[config.mk]
export PLATFORM = sky130hd
export DESIGN_NAME = cbr_resolver
export DESIGN_NICKNAME = d
export VERILOG_FILES = /design/src/rtl/cbr_pkg.sv /design/src/rtl/cbr_flag_reg.sv /design/src/rtl/cbr_cond_eval.sv /design/src/rtl/cbr_cmp_unit.sv /design/src/rtl/cbr_target_gen.sv /design/src/rtl/cbr_resolver.sv
export SDC_FILE = /design/constraint.sdc
export NUM_CORES = 1
export LEC_CHECK = 0
export ABC_AREA = 1
export ABC_CLOCK_PERIOD_IN_PS = 7000
export CORE_MARGIN = 1
export CORE_UTILIZATION = 46
export CTS_CLUSTER_DIAMETER = 60
export CTS_CLUSTER_SIZE = 30
export DETAILED_ROUTE_END_ITERATION = 8
export PLACE_DENSITY = 0.95
export SLEW_MARGIN = 25
export SYNTH_ARGS = -nofsm -noshare
export SYNTH_HDL_FRONTEND = slang
export SYNTH_SLANG_ARGS = --single-unit
[constraint.sdc]
create_clock -name clk_i -period 7 [get_ports clk_i]
set_input_delay 1.4 -clock clk_i [delete_from_list [all_inputs] [get_ports clk_i]]
set_output_delay 1.4 -clock clk_i [all_outputs]
set_load 0.02 [all_outputs]
[src/rtl/cbr_pkg.sv]
package cbr_pkg;
  localparam int unsigned XLEN = 32;

  typedef enum logic [1:0] {
    KIND_NONE = 2'd0,
    KIND_FLAG = 2'd1,
    KIND_CREG = 2'd2,
    KIND_CMP  = 2'd3
  } br_kind_e;

  typedef enum logic [2:0] {
    CC_EQ = 3'd0,
    CC_NE = 3'd1,
    CC_GT = 3'd2,
    CC_LE = 3'd3,
    CC_LT = 3'd4,
    CC_GE = 3'd5
  } cond_e;

  localparam int unsigned FB_N = 3;
  localparam int unsigned FB_Z = 2;
  localparam int unsigned FB_C = 1;
  localparam int unsigned FB_V = 0;
  localparam int unsigned NFLAGS = 4;
endpackage

[src/rtl/cbr_flag_reg.sv]
module cbr_flag_reg
  import cbr_pkg::*;
#(
  parameter int unsigned W = XLEN
) (
  input  logic              clk_i,
  input  logic              rst_ni,
  input  logic [NFLAGS-1:0] we_i,
  input  logic [W-1:0]      res_i,
  input  logic              carry_i,
  input  logic              ovf_i,
  output logic [NFLAGS-1:0] flags_o
);
  logic [NFLAGS-1:0] nxt;

  always_comb begin
    nxt       = '0;
    nxt[FB_N] = res_i[W-1];
    nxt[FB_Z] = (res_i == '0);
    nxt[FB_C] = carry_i;
    nxt[FB_V] = ovf_i;
  end

  for (genvar i = 0; i < NFLAGS; i++) begin : g_flag
    always_ff @(posedge clk_i or negedge rst_ni) begin
      if (!rst_ni)    flags_o[i] <= 1'b0;
      else if (we_i[i]) flags_o[i] <= nxt[i];
    end

    AST_FLAG_HOLD: assert property (@(posedge clk_i) disable iff (!rst_ni)
      !we_i[i] |=> $stable(flags_o[i]));
  end

  AST_Z_WRITE: assert property (@(posedge clk_i) disable iff (!rst_ni)
    we_i[FB_Z] |=> (flags_o[FB_Z] == ($past(res_i) == '0)));
  AST_C_WRITE: assert property (@(posedge clk_i) disable iff (!rst_ni)
    we_i[FB_C] |=> (flags_o[FB_C] == $past(carry_i)));
endmodule

[src/rtl/cbr_cond_eval.sv]
module cbr_cond_eval
  import cbr_pkg::*;
(
  input  logic       n_i,
  input  logic       z_i,
  input  logic       v_i,
  input  logic [2:0] cond_i,
  output logic       hit_o
);
  logic gt, lt;

  assign lt = n_i ^ v_i;
  assign gt = !z_i && !lt;

  always_comb begin
    unique case (cond_e'(cond_i))
      CC_EQ:   hit_o = z_i;
      CC_NE:   hit_o = !z_i;
      CC_GT:   hit_o = gt;
      CC_LE:   hit_o = !gt;
      CC_LT:   hit_o = lt;
      CC_GE:   hit_o = !lt;
      default: hit_o = 1'b0;
    endcase
  end
endmodule

[src/rtl/cbr_cmp_unit.sv]
module cbr_cmp_unit #(
  parameter int unsigned W = 32
) (
  input  logic [W-1:0] a_i,
  input  logic [W-1:0] b_i,
  output logic         n_o,
  output logic         z_o,
  output logic         v_o
);
  logic [W-1:0] diff;

  assign diff = a_i - b_i;
  assign n_o  = diff[W-1];
  assign z_o  = (a_i == b_i);
  // signed overflow of a - b: operand signs differ and result sign departs from a
  assign v_o  = (a_i[W-1] ^ b_i[W-1]) & (diff[W-1] ^ a_i[W-1]);
endmodule

[src/rtl/cbr_target_gen.sv]
module cbr_target_gen #(
  parameter int unsigned W     = 32,
  parameter int unsigned OFF_W = 8,
  parameter int unsigned INSN_B = 4
) (
  input  logic [W-1:0]     pc_i,
  input  logic [OFF_W-1:0] off_i,
  output logic [W-1:0]     seq_pc_o,
  output logic [W-1:0]     tgt_o
);
  localparam int unsigned SH = $clog2(INSN_B);

  logic [W-1:0] off_ext;

  assign off_ext  = {{(W-OFF_W){off_i[OFF_W-1]}}, off_i};
  assign seq_pc_o = pc_i + W'(INSN_B);
  assign tgt_o    = seq_pc_o + (off_ext << SH);
endmodule

[src/rtl/cbr_resolver.sv]
module cbr_resolver
  import cbr_pkg::*;
#(
  parameter int unsigned W     = XLEN,
  parameter int unsigned OFF_W = 8
) (
  input  logic              clk_i,
  input  logic              rst_ni,
  input  logic [NFLAGS-1:0] flag_we_i,
  input  logic [W-1:0]      alu_res_i,
  input  logic              alu_carry_i,
  input  logic              alu_ovf_i,
  input  logic [1:0]        br_kind_i,
  input  logic [2:0]        cond_i,
  input  logic [W-1:0]      rs_a_i,
  input  logic [W-1:0]      rs_b_i,
  input  logic [W-1:0]      pc_i,
  input  logic [OFF_W-1:0]  offset_i,
  output logic              taken_o,
  output logic [W-1:0]      target_o,
  output logic [W-1:0]      next_pc_o,
  output logic [NFLAGS-1:0] flags_o
);
  localparam int unsigned NSRC = 2; // 0: stored flags, 1: fused compare

  logic [NSRC-1:0] src_n, src_z, src_v, src_hit;
  logic [W-1:0]    seq_pc;
  logic            creg_true;

  cbr_flag_reg #(.W(W)) u_flags (
    .clk_i  (clk_i),
    .rst_ni (rst_ni),
    .we_i   (flag_we_i),
    .res_i  (alu_res_i),
    .carry_i(alu_carry_i),
    .ovf_i  (alu_ovf_i),
    .flags_o(flags_o)
  );

  // register-to-register compare, independent of stored flags
  cbr_cmp_unit #(.W(W)) u_cmp (
    .a_i(rs_a_i),
    .b_i(rs_b_i),
    .n_o(src_n[1]),
    .z_o(src_z[1]),
    .v_o(src_v[1])
  );

  assign src_n[0] = flags_o[FB_N];
  assign src_z[0] = flags_o[FB_Z];
  assign src_v[0] = flags_o[FB_V];

  for (genvar s = 0; s < NSRC; s++) begin : g_eval
    cbr_cond_eval u_eval (
      .n_i   (src_n[s]),
      .z_i   (src_z[s]),
      .v_i   (src_v[s]),
      .cond_i(cond_i),
      .hit_o (src_hit[s])
    );
  end

  assign creg_true = (rs_a_i != '0);

  always_comb begin
    unique case (br_kind_e'(br_kind_i))
      KIND_FLAG: taken_o = src_hit[0];
      KIND_CREG: taken_o = creg_true;
      KIND_CMP:  taken_o = src_hit[1];
      default:   taken_o = 1'b0;
    endcase
  end

  cbr_target_gen #(.W(W), .OFF_W(OFF_W), .INSN_B(4)) u_tgt (
    .pc_i    (pc_i),
    .off_i   (offset_i),
    .seq_pc_o(seq_pc),
    .tgt_o   (target_o)
  );

  assign next_pc_o = taken_o ? target_o : seq_pc;

  AST_NONE_NOT_TAKEN: assert property (@(posedge clk_i) disable iff (!rst_ni)
    (br_kind_i == 2'd0) |-> !taken_o);
  AST_FALLTHRU_PC: assert property (@(posedge clk_i) disable iff (!rst_ni)
    !taken_o |-> (next_pc_o == pc_i + W'(4)));
  AST_CREG_ZERO: assert property (@(posedge clk_i) disable iff (!rst_ni)
    (br_kind_i == 2'd2 && rs_a_i == '0) |-> !taken_o);
  AST_CMP_EQUAL: assert property (@(posedge clk_i) disable iff (!rst_ni)
    (br_kind_i == 2'd3 && cond_i == 3'd0 && rs_a_i == rs_b_i) |-> taken_o);
  AST_FLAG_EQ: assert property (@(posedge clk_i) disable iff (!rst_ni)
    (br_kind_i == 2'd1 && cond_i == 3'd0) |-> (taken_o == flags_o[FB_Z]));
endmodule

=== Yosys cells after proc, flatten, opt, wreduce, memory -nomap -nowiden ===
Index checks and enable logic that the tools add are counted.

* Multiply operators: 0
* Shifts and indexed selects: 0
* Bitwise logic cells: 5
* Mux-type cells: 4
* Reductions and logical operators: 11
* Eq/ne operators: 9
* $add $sub $neg: 3
* $lt $le $gt $ge: 0
* Divide/modulo/power cells: 0

{| class="wikitable"
|+ Operators by type and width
! kind !! count
|-
| adder 32 x 3 -> 32 bit, second input constant || 1
|-
| adder 32 bit || 1
|-
| == test 32 bit || 1
|-
| zero test 32 bit || 1
|-
| two-way mux 32 bit || 1
|-
| nonzero test 32 bit || 1
|-
| subtractor 32 bit || 1
|-
| one-hot mux 1 bit (6 select lines) || 2
|-
| == test 3 x 2 -> 1 bit, second input constant || 2
|-
| == test 3 bit, second input constant || 2
|-
| zero test 1 bit || 6
|-
| == test 2 bit, second input constant || 2
|-
| XOR 1 bit || 4
|-
| == test 3 x 1 -> 1 bit, second input constant || 1
|-
| zero test 3 bit || 1
|-
| one-hot mux 1 bit (3 select lines) || 1
|-
| == test 2 x 1 -> 1 bit, second input constant || 1
|-
| logical AND 1 bit || 2
|-
| bitwise AND 1 bit || 1
|}

* Memories: 0
* Input port bits: 149
* Bits in read-only memories: 0
* Bits in registers: 4
* Output and inout bits: 69
* Bits in latches: 0
* Bits in writable memories: 0
* Word-level logic and storage cells: 36

=== Depth between registers and ports, before layout ===
* Depth in word-level cells: 10
* Mapped depth: 24
* Gate-level depth less buffers: 24

=== Cells and area by module ===
From an unflattened synthesis, not the netlist that was laid out.

* Cell total of the unflattened synthesis: 956
* Area total of the unflattened synthesis: 4967.3 um2

{| class="wikitable"
|+ Modules (own cells, without submodules)
! module !! cells each !! area an instance (um2) !! instances !! seq. area each (um2)
|-
| cbr_target_gen || 559 || 2875.3 || 1 || 0.0
|-
| cbr_cmp_unit || 162 || 950.9 || 1 || 0.0
|-
| cbr_resolver || 141 || 631.9 || 1 || 0.0
|-
| cbr_flag_reg || 38 || 274.0 || 1 || 100.1
|-
| cbr_cond_eval || 28 || 117.6 || 2 || 0.0
|}

=== Least setup slack after synthesis ===
OpenSTA, ideal clock, no wires.

* Path kind: input-to-output
* Start: input pc_i[2]
* End: output next_pc_o[31]
* Arrival: 3.914 ns
* Path buffers: 0
* Cell stages on the path: 21
* Data required time: 5.600 ns
* Setup slack: 1.686 ns
* Cells stage by stage: ha_1 nand3_1 nor2_2 and2_2 nand4_2 nor2_1 xor2_1 inv_2 ha_1 nand2_1 nor2_1 inv_1 nor4_1 nand2_1 nand2_1 inv_1 nand2_1 nand2_1 nand2_1 nand2_1 nand2_1

* Word-level cells in the longest chain between the ends: 3

{| class="wikitable"
|+ Ends and longest elaborated chain
! what !! line !! RTL
|-
| start, declared || cbr_resolver.sv:17 || <nowiki>input logic [W-1:0] pc_i,</nowiki>
|-
| adder 32 x 3 -> 32 bit || cbr_target_gen.sv:16 || <nowiki>assign seq_pc_o = pc_i + W'(INSN_B);</nowiki>
|-
| adder 32 bit || cbr_target_gen.sv:17 || <nowiki>assign tgt_o = seq_pc_o + (off_ext << SH);</nowiki>
|-
| named net target_o[31] || cbr_resolver.sv:20 || <nowiki>output logic [W-1:0] target_o,</nowiki>
|-
| two-way mux 32 bit || cbr_resolver.sv:81 || <nowiki>assign next_pc_o = taken_o ? target_o : seq_pc;</nowiki>
|-
| end, declared || cbr_resolver.sv:21 || <nowiki>output logic [W-1:0] next_pc_o,</nowiki>
|}

The timed path passes the listed nets, and every way through them passes these cells.

=== Final worst setup path ===
* Start: input pc_i[2]
* End: output next_pc_o[21]

* Word-level cells in the longest chain between the ends: 3

{| class="wikitable"
|+ Ends and longest elaborated chain
! what !! line
|-
| adder 32 x 3 -> 32 bit (*) || cbr_target_gen.sv:16
|-
| adder 32 bit || cbr_target_gen.sv:17
|-
| two-way mux 32 bit (*) || cbr_resolver.sv:81
|}

Mark *: on every way between the ends. The rest lies on a longest branch, timed or not.

==> metrics.txt <==
# TYPE chip_impl_metric gauge
chip_impl_metric{name="detailedRoute.firstIterationViolations",unit=""} 395
chip_impl_metric{name="largest_reg_flops",unit=""} 4
chip_impl_metric{name="share_seq_of_total_power",unit="%"} 3.6
chip_impl_metric{name="cts-resized-gates",unit=""} 0
chip_impl_metric{name="m1WireLength",unit="um"} 6240
chip_impl_info{name="yosysTopAreaCell",value="sky130_fd_sc_hd__nand2_1"} 1
chip_impl_metric{name="final.min_clock_period",unit="ps"} 6690
chip_impl_metric{name="post_route_cells_drive_above_1_share",unit="%"} 4.35
chip_impl_metric{name="clockBufferDepth",unit=""} 2
chip_impl_metric{name="die_width",unit="um"} 101
chip_impl_metric{name="async_reset_ff_share",unit="%"} 100
chip_impl_metric{name="min_period_over_period",unit="%"} 95.6
chip_impl_metric{name="placementRows",unit=""} 35
chip_impl_metric{name="synth.area.mux_share",unit="%"} 0.749
chip_impl_metric{name="placement.io_buffers",unit=""} 211
chip_impl_metric{name="worst_clock_skew",unit="ps"} 0
chip_impl_metric{name="routed-via-count",unit=""} 6290
chip_impl_metric{name="total_power",unit="mW"} 0.727
chip_impl_info{name="dr.max_layer_used",value="met4"} 1
chip_impl_metric{name="synth_compound_gate_area_share",unit="%"} 12.3
chip_impl_metric{name="clk_latency",unit="ps"} 210
chip_impl_metric{name="final.fill_count",unit=""} 801
chip_impl_metric{name="area_share_of_the_leading_cell_type_in_the_synthesized_netlist",unit="%"} 20.3
chip_impl_metric{name="synth_fa_ha_area_share",unit="%"} 17.8
chip_impl_metric{name="nNetsFinal",unit=""} 1225
chip_impl_metric{name="yosys.area_share.simple",unit="%"} 46.8
chip_impl_metric{name="finalWorstSetupSlack",unit="ps"} 308
chip_impl_metric{name="clock.fmax",unit="MHz"} 149
chip_impl_metric{name="detail_route.drc_violations",unit=""} 0
chip_impl_metric{name="max_cap_violations",unit=""} 0
chip_impl_metric{name="syn_to_final_growth",unit="%"} 49.5
chip_impl_info{name="post_synth_most_frequent_cells",value="sky130_fd_sc_hd__nand2_1 (244), sky130_fd_sc_hd__inv_1 (107), sky130_fd_sc_hd__nand3_1 (71)"} 1
chip_impl_metric{name="powerDensity",unit="nW/um^2"} 108
chip_impl_info{name="register_with_the_most_flip_flops",value="u_flags.flags_o"} 1
chip_impl_metric{name="post-cts-setup-buffer-count",unit=""} 0
chip_impl_info{name="cpMaxStageDelayCell",value="sky130_fd_sc_hd__clkdlybuf4s50_1"} 1
chip_impl_info{name="criticalPathCategory",value="input pin to primary output"} 1
chip_impl_metric{name="synth-seq-area-share",unit="%"} 2.22
chip_impl_metric{name="dr_wl_met3",unit="um"} 1320
chip_impl_info{name="combinational_family_with_the_most_area_after_synthesis",value="simple AND/OR/NAND/NOR gates"} 1
chip_impl_info{name="cts_root_buf",value="sky130_fd_sc_hd__clkbuf_8"} 1
chip_impl_metric{name="placed_cell_area",unit="sq um"} 6690
chip_impl_metric{name="drt-total-wl",unit="um"} 17400
chip_impl_metric{name="edff_count_synth",unit=""} 0
chip_impl_metric{name="cts.htree.levels",unit=""} 1
chip_impl_info{name="grt_setup_unrepaired",value="false"} 1
chip_impl_metric{name="grt-ovfl-total",unit=""} 0
chip_impl_metric{name="ant_nets",unit=""} 0
chip_impl_metric{name="routed_wire_length_per_instance",unit="um"} 15.3
chip_impl_metric{name="p_int",unit="mW"} 0.357
chip_impl_metric{name="synth_seq_cells",unit=""} 4
chip_impl_metric{name="finalHoldViolCount",unit=""} 0
chip_impl_metric{name="hold_buffers",unit=""} 0
chip_impl_metric{name="crit_path_max_fanout",unit=""} 5
chip_impl_metric{name="number_of_antenna_violations_at_the_first_check_in_global_routing",unit=""} 0
chip_impl_metric{name="cts_inserted_buffers",unit=""} 3
chip_impl_metric{name="max-slew-margin-rel",unit="%"} 35.8
chip_impl_metric{name="grt_usage",unit="%"} 34.3
chip_impl_metric{name="routed-wl-met2",unit="um"} 8830
chip_impl_info{name="crit_top_cell",value="sky130_fd_sc_hd__nand2_1"} 1
chip_impl_metric{name="fin_area",unit="sq um"} 6740
chip_impl_metric{name="core_area",unit="sq um"} 9370
chip_impl_info{name="worstSetupStartpointType",value="input pin"} 1
chip_impl_metric{name="synth-warning-count",unit=""} 0
chip_impl_metric{name="synth_area_per_cell",unit="sq um"} 5.58
chip_impl_metric{name="switch_share",unit="%"} 50.9
chip_impl_metric{name="first_global_vias",unit=""} 6317
chip_impl_metric{name="switching_power",unit="mW"} 0.370
chip_impl_metric{name="synth_area",unit="sq um"} 4510
chip_impl_metric{name="gp_congestion",unit=""} 1.04
chip_impl_info{name="synth-main-ff-cell",value="sky130_fd_sc_hd__dfrtp_1"} 1
chip_impl_metric{name="worst-endpoint-arrival",unit="ps"} 5290
chip_impl_metric{name="syn_inst",unit=""} 808
chip_impl_metric{name="total_leakage_power",unit="nW"} 3.31
chip_impl_metric{name="vias_per_cell",unit=""} 5.52
chip_impl_metric{name="synth.distinct_cells",unit=""} 38
chip_impl_metric{name="grt_max_degree",unit=""} 32
chip_impl_metric{name="combinational_share_of_power",unit="%"} 89.8
chip_impl_info{name="cts_tree",value="done"} 1
chip_impl_metric{name="postSynthNetCount",unit=""} 1020
chip_impl_info{name="synth_top_cells_by_area",value="sky130_fd_sc_hd__nand2_1 (20%), sky130_fd_sc_hd__ha_1 (17%), sky130_fd_sc_hd__inv_1 (8.9%)"} 1
chip_impl_metric{name="timing.critical_path.required",unit="ps"} 5600
chip_impl_info{name="yosysMostFrequentCell",value="sky130_fd_sc_hd__nand2_1"} 1
chip_impl_info{name="timing.hold.worst.class",value="register to register"} 1
chip_impl_metric{name="synth_xor_area_share",unit="%"} 7.96
chip_impl_metric{name="wire_length_of_the_first_global_routing_pass",unit="um"} 28000
chip_impl_metric{name="fp.dieArea",unit="sq um"} 10200
chip_impl_info{name="crit_path_cell_trace",value="clkdlybuf4s50_1 -> ha_1 -> nand3_1 -> nor2_2 -> and2_2 -> nand4_2 -> xnor2_1 -> ha_1 -> nand2_1 -> nor2_1 -> inv_1 -> nor2_1 -> nand4_1 -> nand3_1 -> xor2_1 -> nand2_1 -> nand2_1 -> clkdlybuf4s50_1"} 1
chip_impl_info{name="reg_top3",value="u_flags.flags_o x4"} 1
chip_impl_metric{name="drt_pass1_iterations",unit=""} 5
chip_impl_metric{name="cts_num_sinks",unit=""} 4
chip_impl_metric{name="critical-path-max-stage-delay",unit="ps"} 610
chip_impl_info{name="status",value="complete, no violations"} 1
chip_impl_metric{name="clkTransAtPathRegs",unit="ps"} 30
chip_impl_metric{name="dieHeight",unit="um"} 101
chip_impl_metric{name="initial_core_util",unit="%"} 48.1
chip_impl_metric{name="setup_viol",unit=""} 0
chip_impl_metric{name="ioPinCount",unit=""} 218
chip_impl_metric{name="dpl.hpwl",unit="um"} 15400
chip_impl_metric{name="maxSlewViolCount",unit=""} 0
chip_impl_metric{name="antenna_cells_inserted",unit=""} 0
chip_impl_metric{name="max_slew.worst_pin.slew",unit="ps"} 961
chip_impl_metric{name="power_frac_clock",unit="%"} 6.5
chip_impl_metric{name="worst_ir_drop_vdd",unit="mV"} 0.136
chip_impl_info{name="endpoint_kind",value="primary output"} 1
chip_impl_metric{name="timing.setup.tns",unit="ps"} 0
chip_impl_metric{name="dpl_worst_slack",unit="ps"} 256
==> final cells by class <==
type | count | area, sq um | area share (%)
multi-input combinational | 677 | 3870 | 57.3
inverter | 111 | 417 | 6.18
timing repair buffer | 216 | 2160 | 32.0
clock buffer | 3 | 41.3 | 0.612
sequential | 4 | 100 | 1.48
tap | 129 | 161 | 2.39
==> layout by cell type (no fill, tap or decap), types with 2 or more instances in the layout <==
master / synthesis / final
sky130_fd_sc_hd__nand2_1: 244 / 244
sky130_fd_sc_hd__clkdlybuf4s50_1: 0 / 208
sky130_fd_sc_hd__inv_1: 107 / 107
sky130_fd_sc_hd__nand3_1: 71 / 71
sky130_fd_sc_hd__nor2_1: 65 / 65
sky130_fd_sc_hd__ha_1: 61 / 61
sky130_fd_sc_hd__a21oi_1: 53 / 53
sky130_fd_sc_hd__o21ai_0: 32 / 32
sky130_fd_sc_hd__xor2_1: 30 / 30
sky130_fd_sc_hd__nand4_1: 24 / 24
sky130_fd_sc_hd__nor4_1: 19 / 19
sky130_fd_sc_hd__nor3_1: 15 / 14
sky130_fd_sc_hd__xnor2_1: 11 / 11
sky130_fd_sc_hd__nand2_2: 8 / 8
sky130_fd_sc_hd__nor2_2: 5 / 5
sky130_fd_sc_hd__buf_4: 7 / 5
sky130_fd_sc_hd__inv_2: 4 / 4
sky130_fd_sc_hd__nor3_2: 3 / 4
sky130_fd_sc_hd__a21o_1: 4 / 4
sky130_fd_sc_hd__dfrtp_1: 4 / 4
sky130_fd_sc_hd__nand3_2: 3 / 3
sky130_fd_sc_hd__and3_1: 3 / 3
sky130_fd_sc_hd__nor2_4: 3 / 3
sky130_fd_sc_hd__o21bai_1: 3 / 3
sky130_fd_sc_hd__o211ai_1: 3 / 3
sky130_fd_sc_hd__mux2_2: 3 / 3
sky130_fd_sc_hd__clkbuf_8: 0 / 3
sky130_fd_sc_hd__dlymetal6s2s_1: 0 / 3
sky130_fd_sc_hd__o21a_1: 2 / 2
sky130_fd_sc_hd__nand2_4: 2 / 2
sky130_fd_sc_hd__fa_1: 2 / 2
==> power groups by stage <==
stage | sequential [mW] | combinational [mW] | clock [mW]
after CTS | 0.0266 | 0.648 | 0.0483
after detailed placement | 0.0268 | 0.646 | 0
after floorplan | 0.0272 | 0.355 | 0
after global routing | 0.0268 | 0.707 | 0.0503
final | 0.0265 | 0.653 | 0.0476
after global placement | 0.0268 | 0.636 | 0
==> critical path, delay by kind of cell <==
kind | cells | cell delay (ps)
AND/OR/NAND/NOR | 11 | 1590
XOR/XNOR | 2 | 410
adder cells (fa/ha/maj) | 2 | 660
buffers and inverters | 3 | 1230
==> routing by layer <==
metal,track usage [%],up-vias
met1,35.4,2811
li1,-,3101
met3,5.96,78
met5,0,-
met4,18.6,0
met2,65.5,300
==> kinds of logic (layout without fill, tap and decap cells) <==
family / count (synthesis) / count (layout)
AND/OR/NAND/NOR: 469 / 469
multiplexers: 3 / 3
AO/OA/AOI/OAI: 101 / 101
XOR/XNOR: 41 / 41
flip-flops: 4 / 4
adder cells (fa/ha/maj): 63 / 63
buffers and inverters: 127 / 330
==> metrics by stage <==
step,cells,hold WS [ps],util [%]
after CTS,1140,523,71.8
after global routing,1140,544,71.9
after global placement,1137,512,71.4
final,1140,520,71.9
after floorplan,808,526,-
after detailed placement,1137,518,71.4
==> worst paths after layout <==
kind / start / to / slack, ps / depth (start not counted)
worst max-delay path: pc_i[2] / next_pc_o[21] / 310 / 18
worst min-delay path: u_flags.flags_o[1] / u_flags.flags_o[1] / 520 / 1
worst max register to register: u_flags.flags_o[2] / u_flags.flags_o[2] / 6210 / 2
worst min register to register: u_flags.flags_o[1] / u_flags.flags_o[1] / 520 / 1
max in group asynchronous: rst_ni / u_flags.flags_o[3] / 5430 / 1
min in group asynchronous: rst_ni / u_flags.flags_o[0] / 1400 / 1
Note: power is estimated with default switching activity, not from simulation.
